==> config.mk <==
export PLATFORM = sky130hd
export DESIGN_NAME = ps_cfg_streamer
export DESIGN_NICKNAME = d
export VERILOG_FILES = /design/src/rtl/pscs_pkg.sv /design/src/rtl/pscs_sync.sv /design/src/rtl/pscs_fifo.sv /design/src/rtl/pscs_clkgen.sv /design/src/rtl/pscs_engine.sv /design/src/rtl/ps_cfg_streamer.sv
export SDC_FILE = /design/constraint.sdc
export NUM_CORES = 1
export LEC_CHECK = 0
export BUFFER_PORTS_ARGS = -buffer_cell sky130_fd_sc_hd__clkbuf_2
export CAP_MARGIN = 5
export CORE_MARGIN = 4
export CORE_UTILIZATION = 45
export DETAILED_ROUTE_END_ITERATION = 10
export RECOVER_POWER = 50
export SYNTH_ARGS = -nofsm -noshare
export SYNTH_HDL_FRONTEND = slang
export SYNTH_HIERARCHICAL = 1
export SYNTH_SLANG_ARGS = --single-unit
==> constraint.sdc <==
create_clock -name clk -period 7.4 [get_ports clk]
set_clock_uncertainty 0.2 [all_clocks]
set_input_delay 1.48 -clock clk [delete_from_list [all_inputs] [get_ports clk]]
set_output_delay 1.48 -clock clk [all_outputs]
set_load 0.1 [all_outputs]
==> src/rtl/pscs_pkg.sv <==
package pscs_pkg;

  localparam int unsigned WORD_W = 32;
  localparam int unsigned SIZE_W = 2;

  typedef enum logic [2:0] {
    ST_IDLE,
    ST_PROG,
    ST_WINIT,
    ST_SHIFT,
    ST_TRAIL,
    ST_OK,
    ST_FAIL
  } st_e;

  typedef struct packed {
    logic              last;
    logic [SIZE_W-1:0] size;
    logic [WORD_W-1:0] data;
  } entry_t;

endpackage

==> src/rtl/pscs_sync.sv <==
module pscs_sync #(
  parameter int   STAGES  = 2,
  parameter logic RST_VAL = 1'b0
) (
  input  logic clk,
  input  logic rst_n,
  input  logic d,
  output logic q
);

  logic [STAGES-1:0] ff_q;

  always_ff @(posedge clk or negedge rst_n) begin
    if (!rst_n) begin
      ff_q <= {STAGES{RST_VAL}};
    end else begin
      ff_q[0] <= d;
      for (int i = 1; i < STAGES; i++) begin
        ff_q[i] <= ff_q[i-1];
      end
    end
  end

  assign q = ff_q[STAGES-1];

endmodule

==> src/rtl/pscs_fifo.sv <==
module pscs_fifo #(
  parameter int DEPTH = 8,
  parameter int W     = 35
) (
  input  logic         clk,
  input  logic         rst_n,
  input  logic         flush,
  input  logic         wr,
  input  logic [W-1:0] wdata,
  input  logic         rd,
  output logic [W-1:0] rdata,
  output logic         full,
  output logic         empty
);

  localparam int AW = (DEPTH > 1) ? $clog2(DEPTH) : 1;
  localparam int CW = $clog2(DEPTH + 1);

  logic [W-1:0]  mem [DEPTH];
  logic [AW-1:0] wp_q, wp_d, rp_q, rp_d;
  logic [CW-1:0] cnt_q, cnt_d;
  logic          wr_ok, rd_ok;

  assign full  = (cnt_q == CW'(DEPTH));
  assign empty = (cnt_q == '0);
  assign wr_ok = wr && !full && !flush;
  assign rd_ok = rd && !empty && !flush;
  assign rdata = mem[rp_q];

  function automatic logic [AW-1:0] bump(input logic [AW-1:0] p);
    if (p == AW'(DEPTH - 1)) return '0;
    return p + 1'b1;
  endfunction

  always_comb begin
    wp_d  = wp_q;
    rp_d  = rp_q;
    cnt_d = cnt_q;
    if (flush) begin
      wp_d  = '0;
      rp_d  = '0;
      cnt_d = '0;
    end else begin
      if (wr_ok) wp_d = bump(wp_q);
      if (rd_ok) rp_d = bump(rp_q);
      if (wr_ok && !rd_ok) cnt_d = cnt_q + 1'b1;
      else if (rd_ok && !wr_ok) cnt_d = cnt_q - 1'b1;
    end
  end

  always_ff @(posedge clk or negedge rst_n) begin
    if (!rst_n) begin
      wp_q  <= '0;
      rp_q  <= '0;
      cnt_q <= '0;
    end else begin
      wp_q  <= wp_d;
      rp_q  <= rp_d;
      cnt_q <= cnt_d;
    end
  end

  always_ff @(posedge clk) begin
    if (wr_ok) mem[wp_q] <= wdata;
  end

endmodule

==> src/rtl/pscs_clkgen.sv <==
module pscs_clkgen #(
  parameter int DIV_W = 8
) (
  input  logic             clk,
  input  logic             rst_n,
  input  logic             run,
  input  logic             hold,
  input  logic [DIV_W-1:0] div,
  output logic             tick
);

  logic [DIV_W-1:0] cnt_q, cnt_d;
  logic             at_end;

  assign at_end = (cnt_q >= div);
  assign tick   = run && !hold && at_end;

  always_comb begin
    if (!run || hold) cnt_d = '0;
    else if (at_end)  cnt_d = '0;
    else              cnt_d = cnt_q + 1'b1;
  end

  always_ff @(posedge clk or negedge rst_n) begin
    if (!rst_n) cnt_q <= '0;
    else        cnt_q <= cnt_d;
  end

endmodule

==> src/rtl/pscs_engine.sv <==
module pscs_engine
  import pscs_pkg::*;
#(
  parameter int PROG_CYC  = 8,
  parameter int INIT_TMO  = 4096,
  parameter int TRAIL_MAX = 64
) (
  input  logic   clk,
  input  logic   rst_n,
  input  logic   srst,
  input  logic   start,
  input  logic   msbf,
  input  logic   tick,
  input  logic   init_s,
  input  logic   done_s,
  input  logic   fifo_empty,
  input  entry_t entry,
  output logic   pop,
  output logic   run,
  output logic   hold,
  output logic   prog_b,
  output logic   cclk,
  output logic   din,
  output logic   st_done,
  output logic   st_err,
  output logic   busy
);

  localparam int TMO_W = $clog2(INIT_TMO + 1);
  localparam int TR_W  = $clog2(TRAIL_MAX + 1);
  localparam int BIT_W = $clog2(WORD_W + 1);

  st_e               st_q, st_d;
  logic [TMO_W-1:0]  tmo_q, tmo_d;
  logic [TR_W-1:0]   tr_q, tr_d;
  logic              cclk_q, cclk_d;
  logic [WORD_W-1:0] sh_q, sh_d;
  logic [BIT_W-1:0]  bits_q, bits_d;
  logic              have_q, have_d;
  logic              lastw_q, lastw_d;
  logic              msbf_q, msbf_d;

  logic [SIZE_W-1:0] pad;
  logic [WORD_W-1:0] ld_word;
  logic [2:0]        nbytes;

  // Left-align the valid bytes for MSB-first, keep them low for LSB-first.
  assign pad     = SIZE_W'(3) - entry.size;
  assign ld_word = msbf_q ? (entry.data << {pad, 3'b000}) : entry.data;
  assign nbytes  = {1'b0, entry.size} + 3'd1;

  always_comb begin
    st_d    = st_q;
    tmo_d   = tmo_q;
    tr_d    = tr_q;
    cclk_d  = cclk_q;
    sh_d    = sh_q;
    bits_d  = bits_q;
    have_d  = have_q;
    lastw_d = lastw_q;
    msbf_d  = msbf_q;
    pop     = 1'b0;

    unique case (st_q)
      ST_IDLE: begin
        cclk_d = 1'b0;
        if (start) begin
          st_d   = ST_PROG;
          tmo_d  = '0;
          msbf_d = msbf;
        end
      end
      ST_PROG: begin
        tmo_d = tmo_q + 1'b1;
        if (tmo_q >= TMO_W'(PROG_CYC - 1) && !init_s) begin
          st_d  = ST_WINIT;
          tmo_d = '0;
        end else if (tmo_q == TMO_W'(INIT_TMO)) begin
          st_d = ST_FAIL;
        end
      end
      ST_WINIT: begin
        tmo_d = tmo_q + 1'b1;
        if (init_s) begin
          st_d   = ST_SHIFT;
          have_d = 1'b0;
          cclk_d = 1'b0;
        end else if (tmo_q == TMO_W'(INIT_TMO)) begin
          st_d = ST_FAIL;
        end
      end
      ST_SHIFT: begin
        if (!init_s) begin
          st_d   = ST_FAIL;
          cclk_d = 1'b0;
        end else if (have_q && tick) begin
          if (!cclk_q) begin
            cclk_d = 1'b1;
          end else begin
            cclk_d = 1'b0;
            sh_d   = msbf_q ? (sh_q << 1) : (sh_q >> 1);
            bits_d = bits_q - 1'b1;
            if (bits_q == BIT_W'(1)) begin
              have_d = 1'b0;
              if (lastw_q) begin
                st_d = ST_TRAIL;
                tr_d = '0;
              end
            end
          end
        end else if (!have_q && !fifo_empty) begin
          pop     = 1'b1;
          sh_d    = ld_word;
          bits_d  = BIT_W'({nbytes, 3'b000});
          have_d  = 1'b1;
          lastw_d = entry.last;
        end
      end
      ST_TRAIL: begin
        if (!init_s) begin
          st_d   = ST_FAIL;
          cclk_d = 1'b0;
        end else if (done_s) begin
          st_d   = ST_OK;
          cclk_d = 1'b0;
        end else if (tr_q == TR_W'(TRAIL_MAX)) begin
          st_d   = ST_FAIL;
          cclk_d = 1'b0;
        end else if (tick) begin
          cclk_d = !cclk_q;
          if (!cclk_q) tr_d = tr_q + 1'b1;
        end
      end
      ST_OK, ST_FAIL: begin
        cclk_d = 1'b0;
      end
      default: begin
        st_d   = ST_IDLE;
        cclk_d = 1'b0;
      end
    endcase

    if (srst) begin
      st_d   = ST_IDLE;
      cclk_d = 1'b0;
      have_d = 1'b0;
      pop    = 1'b0;
    end
  end

  always_ff @(posedge clk or negedge rst_n) begin
    if (!rst_n) begin
      st_q    <= ST_IDLE;
      tmo_q   <= '0;
      tr_q    <= '0;
      cclk_q  <= 1'b0;
      sh_q    <= '0;
      bits_q  <= '0;
      have_q  <= 1'b0;
      lastw_q <= 1'b0;
      msbf_q  <= 1'b1;
    end else begin
      st_q    <= st_d;
      tmo_q   <= tmo_d;
      tr_q    <= tr_d;
      cclk_q  <= cclk_d;
      sh_q    <= sh_d;
      bits_q  <= bits_d;
      have_q  <= have_d;
      lastw_q <= lastw_d;
      msbf_q  <= msbf_d;
    end
  end

  assign run     = (st_q == ST_SHIFT) || (st_q == ST_TRAIL);
  assign hold    = (st_q == ST_SHIFT) && !have_q;
  assign prog_b  = (st_q != ST_PROG);
  assign cclk    = cclk_q;
  assign din     = have_q ? (msbf_q ? sh_q[WORD_W-1] : sh_q[0]) : 1'b1;
  assign st_done = (st_q == ST_OK);
  assign st_err  = (st_q == ST_FAIL);
  assign busy    = (st_q == ST_PROG) || (st_q == ST_WINIT) || run;

endmodule

==> src/rtl/ps_cfg_streamer.sv <==
module ps_cfg_streamer
  import pscs_pkg::*;
#(
  parameter int FIFO_DEPTH  = 8,
  parameter int DIV_W       = 8,
  parameter int SYNC_STAGES = 2,
  parameter int PROG_CYC    = 8,
  parameter int INIT_TMO    = 4096,
  parameter int TRAIL_MAX   = 64
) (
  input  logic             clk,
  input  logic             rst_n,
  input  logic             cfg_we,
  input  logic             cfg_msbf,
  input  logic [DIV_W-1:0] cfg_div,
  input  logic             cmd_srst,
  input  logic             cmd_start,
  input  logic             fifo_we,
  input  logic [1:0]       fifo_size,
  input  logic             fifo_last,
  input  logic [31:0]      fifo_data,
  output logic             fifo_full,
  output logic             fifo_empty,
  output logic             prog_b_o,
  input  logic             init_b_i,
  output logic             cclk_o,
  output logic             din_o,
  input  logic             done_i,
  output logic             stat_done,
  output logic             stat_error,
  output logic             stat_busy
);

  localparam int ENT_W = $bits(entry_t);

  logic [DIV_W-1:0] div_q, div_d;
  logic             msbf_q, msbf_d;
  logic             start_p;
  logic             init_s, done_s;
  logic             fifo_pop, tick, run, hold;
  entry_t           wr_ent, rd_ent;
  logic [ENT_W-1:0] rd_raw;

  // Control fields: next-state and register processes.
  always_comb begin
    div_d  = div_q;
    msbf_d = msbf_q;
    if (cfg_we) begin
      div_d  = cfg_div;
      msbf_d = cfg_msbf;
    end
  end

  always_ff @(posedge clk or negedge rst_n) begin
    if (!rst_n) begin
      div_q  <= DIV_W'(1);
      msbf_q <= 1'b1;
    end else begin
      div_q  <= div_d;
      msbf_q <= msbf_d;
    end
  end

  assign start_p = cmd_start && !cmd_srst;

  assign wr_ent.last = fifo_last;
  assign wr_ent.size = fifo_size;
  assign wr_ent.data = fifo_data;
  assign rd_ent      = entry_t'(rd_raw);

  pscs_sync #(.STAGES(SYNC_STAGES), .RST_VAL(1'b1)) i_sync_init (
    .clk(clk), .rst_n(rst_n), .d(init_b_i), .q(init_s)
  );

  pscs_sync #(.STAGES(SYNC_STAGES), .RST_VAL(1'b0)) i_sync_done (
    .clk(clk), .rst_n(rst_n), .d(done_i), .q(done_s)
  );

  pscs_fifo #(.DEPTH(FIFO_DEPTH), .W(ENT_W)) i_fifo (
    .clk   (clk),
    .rst_n (rst_n),
    .flush (cmd_srst),
    .wr    (fifo_we),
    .wdata (wr_ent),
    .rd    (fifo_pop),
    .rdata (rd_raw),
    .full  (fifo_full),
    .empty (fifo_empty)
  );

  pscs_clkgen #(.DIV_W(DIV_W)) i_clkgen (
    .clk   (clk),
    .rst_n (rst_n),
    .run   (run),
    .hold  (hold),
    .div   (div_q),
    .tick  (tick)
  );

  pscs_engine #(
    .PROG_CYC  (PROG_CYC),
    .INIT_TMO  (INIT_TMO),
    .TRAIL_MAX (TRAIL_MAX)
  ) i_engine (
    .clk        (clk),
    .rst_n      (rst_n),
    .srst       (cmd_srst),
    .start      (start_p),
    .msbf       (msbf_d),
    .tick       (tick),
    .init_s     (init_s),
    .done_s     (done_s),
    .fifo_empty (fifo_empty),
    .entry      (rd_ent),
    .pop        (fifo_pop),
    .run        (run),
    .hold       (hold),
    .prog_b     (prog_b_o),
    .cclk       (cclk_o),
    .din        (din_o),
    .st_done    (stat_done),
    .st_err     (stat_error),
    .busy       (stat_busy)
  );

endmodule

Yosys cells after proc, flatten, opt, wreduce, memory -nomap -nowiden
Memories as Yosys holds them, arrays and structs flattened.
Index checks and enable logic that the tools add are counted.
W data, S select, Z words.
{"block": "totals", "ff_bits": 96, "ram_bits": 280, "inputBits": 52, "output_inout_bits": 8, "elab_cells": 198, "n_memories": 1}
{"block": "classes", "n_addsub": 10, "n_lt_le_gt_ge": 2, "eq_ne": 39, "shifts": 1, "muxes": 82, "bitwise": 1, "n_reduce_logical": 45}
{"memory": "i_fifo.mem", "depth": 8, "width": 35, "read_ports": 1, "rd_ports_with_merged_regs": 0, "write_ports": 1, "line": "pscs_fifo.sv:19", "text": "logic [W-1:0] mem [DEPTH];"}
{"cell": "$mux W32", "count": 5}
{"cell": "$mux W7", "count": 10}
{"cell": "$mux W3", "count": 21}
{"cell": "$pmux W13 S3", "count": 1}
{"cell": "$shl A32 B5 Y32", "count": 1}
{"cell": "$mux W1", "count": 31}
{"cell": "$mux W13", "count": 2}
{"cell": "$ne A4 B3 Y1 const B", "count": 5}
{"cell": "$mux W6", "count": 3}
{"cell": "$pmux W3 S6", "count": 1}
{"cell": "$mux W8", "count": 2}
{"cell": "$eq A3 B3 Y1 const B", "count": 5}
{"cell": "$ne A2 B1 Y1 const B", "count": 7}
{"cell": "$ne A2 B2 Y1 const B", "count": 7}
{"cell": "$pmux W7 S2", "count": 1}
{"cell": "$add A13 B1 Y13 const B", "count": 1}
{"cell": "$eq A13 B13 Y1 const B", "count": 1}
{"cell": "$ge A13 B3 Y1 const B", "count": 1}
{"cell": "$logic_and A1 B1 Y1", "count": 13}
{"cell": "$mux W4", "count": 3}
{"cell": "$reduce_and A4 Y1", "count": 3}
{"cell": "$reduce_and A11 Y1", "count": 1}
{"cell": "$logic_not A1 Y1", "count": 10}
{"cell": "$reduce_bool A3 Y1", "count": 3}
{"cell": "other kinds (32)", "count": 42}

Logic depth before layout (Yosys ltp)
Gate-level depths: netlist of run 1.
{"block": "logic_depth", "depth_word": 17, "mapped_depth": 15, "ltp_nobuf": 12}

Modules after synthesis
Netlist of run 1, hierarchy kept.
{"module": "pscs_fifo", "instances": 1, "cells_each": 489, "area_per_inst_um2": 11497.3, "seq_area_each_um2": 8658.3}
{"module": "pscs_engine", "instances": 1, "cells_each": 520, "area_per_inst_um2": 4434.3, "seq_area_each_um2": 1627.8}
{"module": "pscs_clkgen", "instances": 1, "cells_each": 59, "area_per_inst_um2": 619.3, "seq_area_each_um2": 200.2}
{"module": "ps_cfg_streamer", "instances": 1, "cells_each": 20, "area_per_inst_um2": 380.4, "seq_area_each_um2": 227.7}
{"module": "pscs_sync at i_sync_init", "instances": 1, "cells_each": 2, "area_per_inst_um2": 52.6, "seq_area_each_um2": 52.6}
{"module": "pscs_sync at i_sync_done", "instances": 1, "cells_each": 2, "area_per_inst_um2": 50.0, "seq_area_each_um2": 50.0}

Least setup slack after synthesis of run 1
Ideal clock, no wire load.
{"block": "synth_timing", "kind": "reg2reg", "startpoint": "register i_fifo.cnt_q[0]", "endpoint": "register i_fifo.cnt_q[3]", "setup_time_ns": 0.137, "t_arrival_ns": 5.266, "required_time_ns": 7.063, "path_slack_ns": 1.797, "stages_incl_launch_ff": 13, "n_path_buf": 1, "period_less_slack_ns": 5.603, "path_cell_list": "dfrtp_1 > buf_6 > nor4_1 > nor2_1 > nand3_1 > nor2_1 > nand2b_1 > nand2_1 > ha_1 > a211o_2 > o21a_1 > o211ai_1 > a31oi_1"}
{"block": "synth_via", "elab_chain_cells": 14, "word_cells_on_any_way": 24, "cone_classes": "add/sub (2); eq/ne (1); mux (8); reduce/logical (13)"}
{"element": "start, declared", "line": "pscs_fifo.sv:21", "text": "logic [CW-1:0] cnt_q, cnt_d;"}
{"element": "start signal, assigned", "line": "pscs_fifo.sv:59", "text": "cnt_q <= cnt_d;"}
{"element": "$logic_not A4 Y1 *", "line": "pscs_fifo.sv:25", "text": "assign empty = (cnt_q == '0);"}
{"element": "named net fifo_empty", "line": "ps_cfg_streamer.sv:23", "text": "output logic fifo_empty,"}
{"element": "$logic_not A1 Y1 *", "line": "pscs_engine.sv:111", "text": "end else if (!have_q && !fifo_empty) begin"}
{"element": "$logic_and A1 B1 Y1 *", "line": "pscs_engine.sv:111"}
{"element": "$mux W1 *", "line": "pscs_engine.sv:111"}
{"element": "$mux W1 *", "line": "pscs_engine.sv:96", "text": "end else if (have_q && tick) begin"}
{"element": "$mux W1 *", "line": "pscs_engine.sv:93", "text": "if (!init_s) begin"}
{"element": "$mux W1 *", "line": "pscs_engine.sv:64", "text": "unique case (st_q)"}
{"element": "$mux W1 *", "line": "pscs_engine.sv:143", "text": "if (srst) begin"}
{"element": "named net fifo_pop", "line": "ps_cfg_streamer.sv:40", "text": "logic fifo_pop, tick, run, hold;"}
{"element": "$logic_and A1 B1 Y1 * (2 in a row)", "line": "pscs_fifo.sv:27", "text": "assign rd_ok = rd && !empty && !flush;"}
{"element": "$logic_not A1 Y1", "line": "pscs_fifo.sv:46", "text": "if (wr_ok && !rd_ok) cnt_d = cnt_q + 1'b1;"}
{"element": "$logic_and A1 B1 Y1", "line": "pscs_fifo.sv:46"}
{"element": "$mux W4", "line": "pscs_fifo.sv:46"}
{"element": "$mux W4", "line": "pscs_fifo.sv:39", "text": "if (flush) begin"}
Mark *: on every way through the listed nets, which the timed path passes. The rest lies on a longest branch. The select of a mux whose other input is x is not followed.
A chain may end at the register's enable or synchronous reset.

Final worst setup path of run 1
{"block": "layout_timing", "startpoint": "register i_engine.st_q[2]", "endpoint": "register i_engine.sh_q[14]"}
{"block": "layout_via", "word_cells_on_any_way": 12, "cone_classes": "eq/ne (3); mux (1); reduce/logical (8)"}
{"element": "start, declared", "line": "pscs_engine.sv:33", "text": "st_e st_q, st_d;"}
{"element": "start signal, assigned", "line": "pscs_engine.sv:163", "text": "st_q <= st_d;"}
{"element": "$eq A3 B2 Y1 / $eq A3 B3 Y1 (equally long branches)", "line": "pscs_engine.sv:175", "text": "assign run = (st_q == ST_SHIFT) || (st_q == ST_TRAIL);"}
{"element": "$logic_or A1 B1 Y1 *", "line": "pscs_engine.sv:175"}
{"element": "named net run", "line": "ps_cfg_streamer.sv:40"}
{"element": "$logic_and A1 B1 Y1 * (2 in a row)", "line": "pscs_clkgen.sv:16", "text": "assign tick = run && !hold && at_end;"}
{"element": "named net tick", "line": "ps_cfg_streamer.sv:40"}
{"element": "$logic_and A1 B1 Y1 *", "line": "pscs_engine.sv:96"}
{"element": "$ne A2 B1 Y1 (no source line) / $reduce_bool A2 Y1 (equally long branches)"}
{"element": "$reduce_and A4 Y1 (no source line)"}
{"element": "end signal, assigned", "line": "pscs_engine.sv:157", "text": "sh_q <= '0;"}
{"element": "end signal, assigned", "line": "pscs_engine.sv:167", "text": "sh_q <= sh_d;"}
{"element": "end, declared", "line": "pscs_engine.sv:37", "text": "logic [WORD_W-1:0] sh_q, sh_d;"}
Mark *: on every way through the listed nets, which the timed path passes. The rest lies on a longest branch.

==> results.yml, run 1 <==
detailed_routing:
  routedWlPerCell_um: 21.4
  dr.first_iter.drc_count: 746
  vias_per_cell: 5.73
  route.detailed.drc: 0
  wl_um: 36100
  antenna_left: 0
  num_vias: 9650
  dr.pass1.iters: 8
clocking:
  ctsRootBufferMaster: "clkbuf_16"
  clkLatencyLatePin_ns: 0.57
  cts.sinks: 376
  h-tree-depth: 2
  cts_resized: 0
  cts_tree: "built"
  cts.clk_slew.worst_paths_ns: 0.06
  numCtsBuffers: 41
  postCtsSetupBuffers: 0
  cts_buffer_depth: 3
  hold_buffers: 0
logic_synthesis:
  ys.flop_type: "edfxtp_1"
  yosys_warnings: 6
  yosysTopAreaCell: "edfxtp_1"
  synth_fp_nets: 1167
  synth_area_leaders: "edfxtp_1 (49%), dfrtp_1 (13%), mux4_1 (9.3%), mux2_2 (3.4%), nand2_1 (1.6%)"
  synth_cells: 1092
  ys_types: 74
  async_reset_ff_share_pct: 25.5
  avgSynthCellArea_um2: 15.6
  yosysSeqAreaShare_pct: 63.5
  synth_edf_count: 280
  synth_area_um2: 17000
  synth-seq-cells: 376
  synth_top_area_share_pct: 49.4
global_route:
  grt_pass1_vias: 9434
  grt_pass1_wl_um: 56000
  overflow: 0
  grt_usage_pct: 17.6
  antenna_found_initial: 1
  grt_max_degree: 62
final_layout:
  final_util_pct: 50.8
  final_cell_mix: "edfxtp_1 (280), dfrtp_1 (88), nand2_1 (74), mux4_1 (60), mux2_2 (51)"
  syn2layout_area_growth_pct: 11.7
  multi_input_area_um2: 5760
  layout_commonest_cell: "edfxtp_1"
  diodes: 0
  n_fill_cell: 3209
  stdcell_count: 1685
  fin_nets: 1222
  drive_above_1_share_pct: 15.9
  regArea_um2: 10800
setup_path:
  rrSetupSlack_ns: 3.26
  worstPathRequired_ns: 7.70
  worstSetupPathType: "flip-flop to flip-flop"
  worst-path-max-fanout: 54
  setup.worst_path.start_class: "flip-flop"
  crit_arrival_ns: 4.44
  crit_path_end_kind: "flip-flop"
  crit_chain: "or3b_1, nand2_1, nand2b_1, nor2b_1, and2_1, buf_4, nand4_1, and2_1, buf_4, a211oi_1, a21o_1"
  crit_slowest_cell: "dfrtp_1"
  critical_path.max_stage_delay_ns: 0.72
power:
  worst_ir_drop_vdd_v: 0.000188
  p_int_mw: 3.96
  switching_power_mw: 1.52
  clkPwrFrac_pct: 36.5
  powerDensity_nw_per_um2: 288
  p_seq_share_pct: 47.0
  leakage_nw: 6.74
  pwr-share-comb_pct: 16.5
  p_sw_share_pct: 27.7
placement:
  place_inst: 1615
  io_buffers: 59
  place.gp.congestion: 0.789
  post-dp-hpwl_um: 21000
  pre_cts_slack_ns: 3.24
sta:
  finalSetupViolations: 0
  max_freq_ghz: 0.242
  tightest_slew_ns: 1.98
  tns_ns: 0
  finalHoldViolations: 0
  slew_violations: 37
  setup_slack_ns: 3.26
  grt_setup_unrepaired: "false"
  slew_headroom_pct: -31.9
  timing.final.crit_share_pct: 56.0
  min_period_ns: 4.14
floorplanning:
  rows: 71
  core_area_um2: 37500
  ios: 60
  start_util_pct: 45.4
  die_w_um: 203
  die_area_um2: 41000
  dieHeight_um: 203
worst_hold_path:
  hp-class: "flip-flop to flip-flop"
status:
  status: "finished with violations"
  violations: "max-capacitance violations, max-slew violations"
run:
  maxCapViolations: 1
[power by group through the flow]
stage               clock network, mW  logic, mW  registers (mW)
finish                           2.00      0.904            2.57
global route                     2.15      0.992            2.60
CTS                              2.06      0.917            2.57
detailed placement                  0      0.914            2.61
global placement                    0      0.898            2.61
floorplan                           0      0.734            2.55
[kinds of logic after synthesis]
| family | Yosys count | synth area share [%] |
|---|---|---|
| buffers and inverters | 95 | 2.67 |
| muxes | 151 | 16.0 |
| AOI/OAI and AO/OA | 194 | 8.14 |
| DFF | 376 | 63.5 |
| and+or+nand+nor | 235 | 7.05 |
| adders and majority gates | 23 | 1.73 |
| xor gates and xnor gates | 18 | 0.926 |
[area by class of cell]
class	count	area share, %
Clock inverter	14	0.940
Sequential cell	376	56.9
Multi-Input combinational cell	621	30.3
Clock buffer	56	5.98
Timing Repair Buffer	76	1.97
Tap cell	511	3.36
Inverter	31	0.611
[stage by stage]
step / hold slack, ns / cell area [µm²] / total power, mW
floorplan: 0.131 / 17000 / 3.29
global placement: 0.147 / 17800 / 3.51
detailed placement: 0.147 / 17800 / 3.53
CTS: 0.159 / 19100 / 5.55
global route: 0.155 / 19000 / 5.74
finish: 0.159 / 19000 / 5.47
[worst paths after layout]
| check | startpoint | to | cells past startpoint |
|---|---|---|---|
| max | i_engine/st_q[2] | i_engine/sh_q[14] | 11 |
| min | i_sync_done/ff_q[0] | i_sync_done/ff_q[1] | 0 |
| max reg2reg | i_engine/st_q[2] | i_engine/sh_q[14] | 11 |
| min reg2reg | i_sync_done/ff_q[0] | i_sync_done/ff_q[1] | 0 |
| max in group asynchronous | rst_n | i_fifo/rp_q[0] | 2 |
| min in group asynchronous | rst_n | i_clkgen/cnt_q[5] | 1 |
[state kept, by name, summed over array words and instances, names as in the netlist]
signal            flops
div_q                 8
i_clkgen/cnt_q        8
i_engine/bits_q       6
i_engine/cclk         1
i_engine/have_q       1
i_engine/lastw_q      1
i_engine/msbf_q       1
i_engine/sh_q        32
i_engine/st_q         3
i_engine/tmo_q       13
i_engine/tr_q         7
i_fifo/cnt_q          4
i_fifo/mem          280
i_fifo/rp_q           3
i_fifo/wp_q           3
i_sync_done/ff_q      2
i_sync_init/ff_q      2
msbf_q                1
[layer usage]
| metal | track usage, % | vias to the layer above | share of wire [%] |
|---|---|---|---|
| met1 | 24.6 | 4908 | 44 |
| li1 | - | 4457 | - |
| met4 | 6.09 | 2 | 2.7 |
| met3 | 3.02 | 64 | 4.9 |
| met2 | 28.2 | 219 | 48 |
| met5 | 0 | - | 0.036 |
[worst max-delay path, delay by kind of cell (launching register included)]
family	cells	cell delay, ns
compound gates	2	0.37
flops	1	0.72
buf+inv	2	0.61
simple gates	7	2.13
[cells in the mapped netlist (21+ instances only)]
cell and n:
mux2_2 51, nand3_1 25, dfrtp_1 91, ha_1 22, clkbuf_1 38, mux2i_1 21, o21ai_0 40, nand2_1 74
edfxtp_1 280, mux4_1 60, nor2_1 52, inv_1 31, a21oi_1 38
Power figures use the tool's default switching activity.
==> inputs of run 2 (changes only) <==
clock period = 4.3 ns   (was 7.4 ns; I/O delays follow)
==> results.yml, run 2 (synthesis gave the netlist of run 1 again) <==
setup_path:
  worstSetupPathType: "flip-flop to flip-flop"
  crit_path_start: "i_engine/st_q[1]"
  worstPathRequired_ns: 4.52
  setup.worst_path.start_class: "flip-flop"
  reg2reg_from: "i_engine/st_q[1]"
  crit_arrival_ns: 3.74
  worst-path-max-fanout: 21
  crit_path_end_kind: "flip-flop"
clocking:
  cts_resized: 0
  cts.clk_slew.worst_paths_ns: 0.06
  hold_buffers: 0
  cts_buffer_depth: 3
  h-tree-depth: 2
  cts_tree: "built"
  cts.sinks: 376
  clkLatencyLatePin_ns: 0.56
  numCtsBuffers: 41
  postCtsSetupBuffers: 0
  ctsRootBufferMaster: "clkbuf_16"
sta:
  min_period_ns: 3.52
  finalHoldViolations: 0
  timing.hold.ws_ns: 0.156
  tns_ns: 0
  slew_violations: 76
  setup_slack_ns: 0.778
  timing.final.crit_share_pct: 81.9
  finalSetupViolations: 0
  slew_headroom_pct: -30.3
  max_freq_ghz: 0.284
  grt_setup_unrepaired: "false"
  tightest_slew_ns: 1.95
final_layout:
  n_fill_cell: 3188
  diodes: 0
  layout_commonest_cell: "edfxtp_1"
  largestRegisters: "i_fifo/mem: 280 flops, i_engine/sh_q: 32 flops, i_engine/tmo_q: 13 flops"
  syn2layout_area_growth_pct: 12.3
  final_cell_mix: "edfxtp_1 (280), dfrtp_1 (88), nand2_1 (74), mux4_1 (60), mux2_2 (51)"
  stdcell_count: 1694
  final_util_pct: 51.0
  postLayoutCellArea_um2: 19100
  regMostFlops: "i_fifo/mem"
  drive_above_1_share_pct: 17.2
  fin_nets: 1230
  largest_register_ffs: 280
run:
  maxCapViolations: 1
placement:
  place.gp.congestion: 0.837
  pre_cts_slack_ns: 0.795
  io_buffers: 59
  post-dp-hpwl_um: 22000
  place_area_um2: 17900
  place_inst: 1623
detailed_routing:
  route.detailed.drc: 0
  antenna_left: 0
  dr.first_iter.drc_count: 634
  vias_per_cell: 5.67
  num_vias: 9612
  routedWlPerCell_um: 21.5
  wl_um: 36400
  dr.pass1.iters: 9
power:
  p_total_mw: 9.38
  powerDensity_nw_per_um2: 490
  worst_ir_drop_vdd_v: 0.000333
  leakage_nw: 6.79
status:
  violations: "max-capacitance violations, max-slew violations"
  status: "finished with violations"
floorplanning:
  die_w_um: 203
  core_area_um2: 37500
  ios: 60
  start_util_pct: 45.4
  rows: 71
  dieHeight_um: 203
  die_area_um2: 41000
global_route:
  grt_max_degree: 76
  grt_pass1_vias: 9686
  overflow: 0
  grt_usage_pct: 17.8
  antenna_found_initial: 0
  grt_pass1_wl_um: 56800
worst_hold_path:
  min_from: "i_sync_init/ff_q[0]"
  hp-class: "flip-flop to flip-flop"
## run 2: changes by cell type in the layout (fill, tap and decap cells not counted), moves of 2 or more
cell,before,now
clkinv_1,3,8
clkbuf_1,49,44
buf_4,17,21
nor3_1,11,6
buf_12,0,3
nor3_2,6,9
clkinv_2,3,9
nor3_4,0,2
## run 2: final cells by class
class / count / area, µm² / area share [%]
Tap cell: 511 / 639 / 3.34
Clock inverter: 23 / 209 / 1.09
Multi-Input combinational cell: 621 / 5810 / 30.3
Clock buffer: 48 / 1070 / 5.61
Inverter: 31 / 116 / 0.608
Sequential cell: 376 / 10800 / 56.6
Timing Repair Buffer: 84 / 470 / 2.46
## run 2: worst paths after layout
kind                                       end  slack [ns]  cells past startpoint
max                            i_fifo/cnt_q[3]        0.78                     10
min                        i_sync_init/ff_q[1]        0.16                      0
max reg2reg                    i_fifo/cnt_q[3]        0.78                     10
min reg2reg                i_sync_init/ff_q[1]        0.16                      0
max in group asynchronous    i_engine/sh_q[19]        1.22                      2
min in group asynchronous             div_q[6]        0.65                      1
## run 2: layer usage
metal | GRT usage [%] | up-vias | part of all wire, %
met5 | 0 | - | 0
met4 | 5.67 | 0 | 2.4
met3 | 2.75 | 57 | 4.1
met2 | 29.1 | 206 | 49
met1 | 24.9 | 4893 | 45
li1 | - | 4456 | -
## run 2: power breakdown
part           switching (mW)  internal (mW)
clock network            1.41           1.97
registers               0.218           4.19
logic                    1.00          0.596
## run 2: worst max-delay path, cell delays in order, from the launching register on
cell      delay (ns)
dfrtp_1         0.70
and3b_1         0.35
nand3_1         0.24
nor2_1          0.45
nand2b_1        0.24
nand2_1         0.18
ha_1            0.24
a211o_2         0.34
o21a_1          0.15
o211ai_1        0.18
a31oi_1         0.10
==> inputs of run 3 (changes only) <==
clock period = 3.45 ns   (was 4.3 ns; I/O delays follow)
==> results.yml, run 3 (synthesis gave the netlist of run 1 again) <==
status:
  status: "finished clean"
final_layout:
  drive_above_1_share_pct: 18.7
  regMostFlops: "i_fifo/mem"
  fin_nets: 1246
  diodes: 0
  multi_input_area_um2: 5810
  regArea_um2: 10800
  largestRegisters: "i_fifo/mem: 280 flops, i_engine/sh_q: 32 flops, i_engine/tmo_q: 13 flops"
  n_fill_cell: 3098
  largest_register_ffs: 280
  syn2layout_area_growth_pct: 14.1
  layout_commonest_cell: "edfxtp_1"
  final_cell_mix: "edfxtp_1 (280), dfrtp_1 (88), nand2_1 (74), mux4_1 (60), mux2_2 (51)"
sta:
  slew_headroom_pct: 16.6
  min_period_ns: 3.26
  setup_slack_ns: 0.188
  finalHoldViolations: 0
  grt_setup_unrepaired: "false"
  slew_violations: 0
  max_freq_ghz: 0.307
  tightest_slew_ns: 1.25
  finalSetupViolations: 0
  timing.final.crit_share_pct: 94.5
detailed_routing:
  dr.first_iter.drc_count: 684
  routedWlPerCell_um: 21.1
  dr.pass1.iters: 8
  num_vias: 9622
  antenna_left: 0
  route.detailed.drc: 0
  vias_per_cell: 5.62
  wl_um: 36100
clocking:
  numCtsBuffers: 40
  cts_buffer_depth: 3
  cts.clk_slew.worst_paths_ns: 0.06
  h-tree-depth: 2
  postCtsSetupBuffers: 0
  cts.sinks: 376
  clkLatencyLatePin_ns: 0.55
  cts_tree: "built"
  ctsRootBufferMaster: "clkbuf_16"
placement:
  pre_cts_slack_ns: 0.284
  place.gp.congestion: 0.840
  post-dp-hpwl_um: 22300
  io_buffers: 59
worst_hold_path:
  whs_endpoint: "i_sync_init/ff_q[0]"
  min_from: "init_b_i"
  min_delay_path_depth: 1
  hp-class: "input port to flip-flop"
setup_path:
  worstPathRequired_ns: 3.72
  reg2reg_from: "i_fifo/rp_q[0]"
  crit_arrival_ns: 3.53
  worstSetupPathType: "flip-flop to flip-flop"
  reg2reg_depth: 8
  worst-path-max-fanout: 30
  crit_path_end_kind: "flip-flop"
  setup.worst_path.start_class: "flip-flop"
  path_delay_family: "multiplexers"
  worst-path-buf-inv: 1
  critical_path.max_stage_delay_ns: 0.74
  crit_chain: "mux4_1, mux2_2, inv_1, nor3_1, a222oi_1, nand2_1, o21ai_0, o21ai_0"
  rrSetupSlack_ns: 0.19
  crit_top_cell: "o21ai_0"
  crit_slowest_cell: "nor3_1"
  r2r-end: "i_engine/sh_q[18]"
global_route:
  grt_pass1_wl_um: 56600
  grt_pass1_vias: 9679
  antenna_found_initial: 0
  grt_usage_pct: 17.6
  grt_max_degree: 55
  overflow: 0
power:
  leakage_nw: 6.93
  powerDensity_nw_per_um2: 608
  worst_ir_drop_vdd_v: 0.000400
  p_total_mw: 11.8
floorplanning:
  start_util_pct: 45.4
  dieHeight_um: 203
  die_w_um: 203
  rows: 71
  core_area_um2: 37500
  die_area_um2: 41000
  ios: 60
run:
  maxCapViolations: 0
[run 3: changes by cell type in the layout (fill, tap and decap cells not counted), moves of 4 or more]
cell,before,now
buf_12,3,13
buf_4,21,25
clkinv_1,8,4
clkinv_2,9,13
[run 3: repair_timing]
| item | 4_1_cts | 5_1_grt |
|---|---|---|
| endpoints found under the hold margin | 39 | 0 |
| resized for setup | 0 | 0 |
| endpoints found under the setup margin | 0 | 0 |
| hold buffers | 1 | 0 |
[run 3: cell type report]
class	instances	area share, %
clock inverter	27	1.39
sequential	376	55.7
timing repair buffer	101	3.70
inverter	31	0.599
clock buffer	45	5.41
multi-input combinational	621	29.9
tap	511	3.29
[run 3: per-layer routing]
metal  GRT usage, %  wire (µm)  vias up
li1               -          -     4507
met1           25.0      16400     4861
met2           28.6      17400      204
met3           2.86       1590       50
met4           4.97        783        0
met5              0          0        -
[run 3: report_power, final]
part	internal [mW]	switching [mW]	leakage (nW)
combinational	0.784	1.26	2.47
sequential	5.22	0.268	3.80
clock	2.52	1.77	0.658
[run 3: worst max path at each step]
stage,startpoint,to,slack (ns),cells after the start
floorplan,i_fifo/cnt_q[3],i_fifo/mem[7][0],-0.26,5
global placement,i_fifo/rp_q[0],i_engine/sh_q[21],0.35,8
detailed placement,i_fifo/rp_q[0],i_engine/sh_q[18],0.28,8
CTS,i_fifo/rp_q[0],i_engine/sh_q[18],0.26,8
global route,i_fifo/rp_q[0],i_engine/sh_q[16],0.01,8
finish,i_fifo/rp_q[0],i_engine/sh_q[18],0.19,8
[run 3: per-stage QoR]
stage	util, %	area (µm²)	hold slack [ns]	setup TNS, ns	cells
after floorplan	-	17100	0.131	-63.02	1092
after global placement	48.5	18200	0.147	0	1639
after detailed placement	48.5	18200	0.150	0	1639
after CTS	52.1	19500	0.0353	0	1712
after global routing	51.8	19400	0.0385	0	1712
final	51.8	19400	0.0612	0	1712
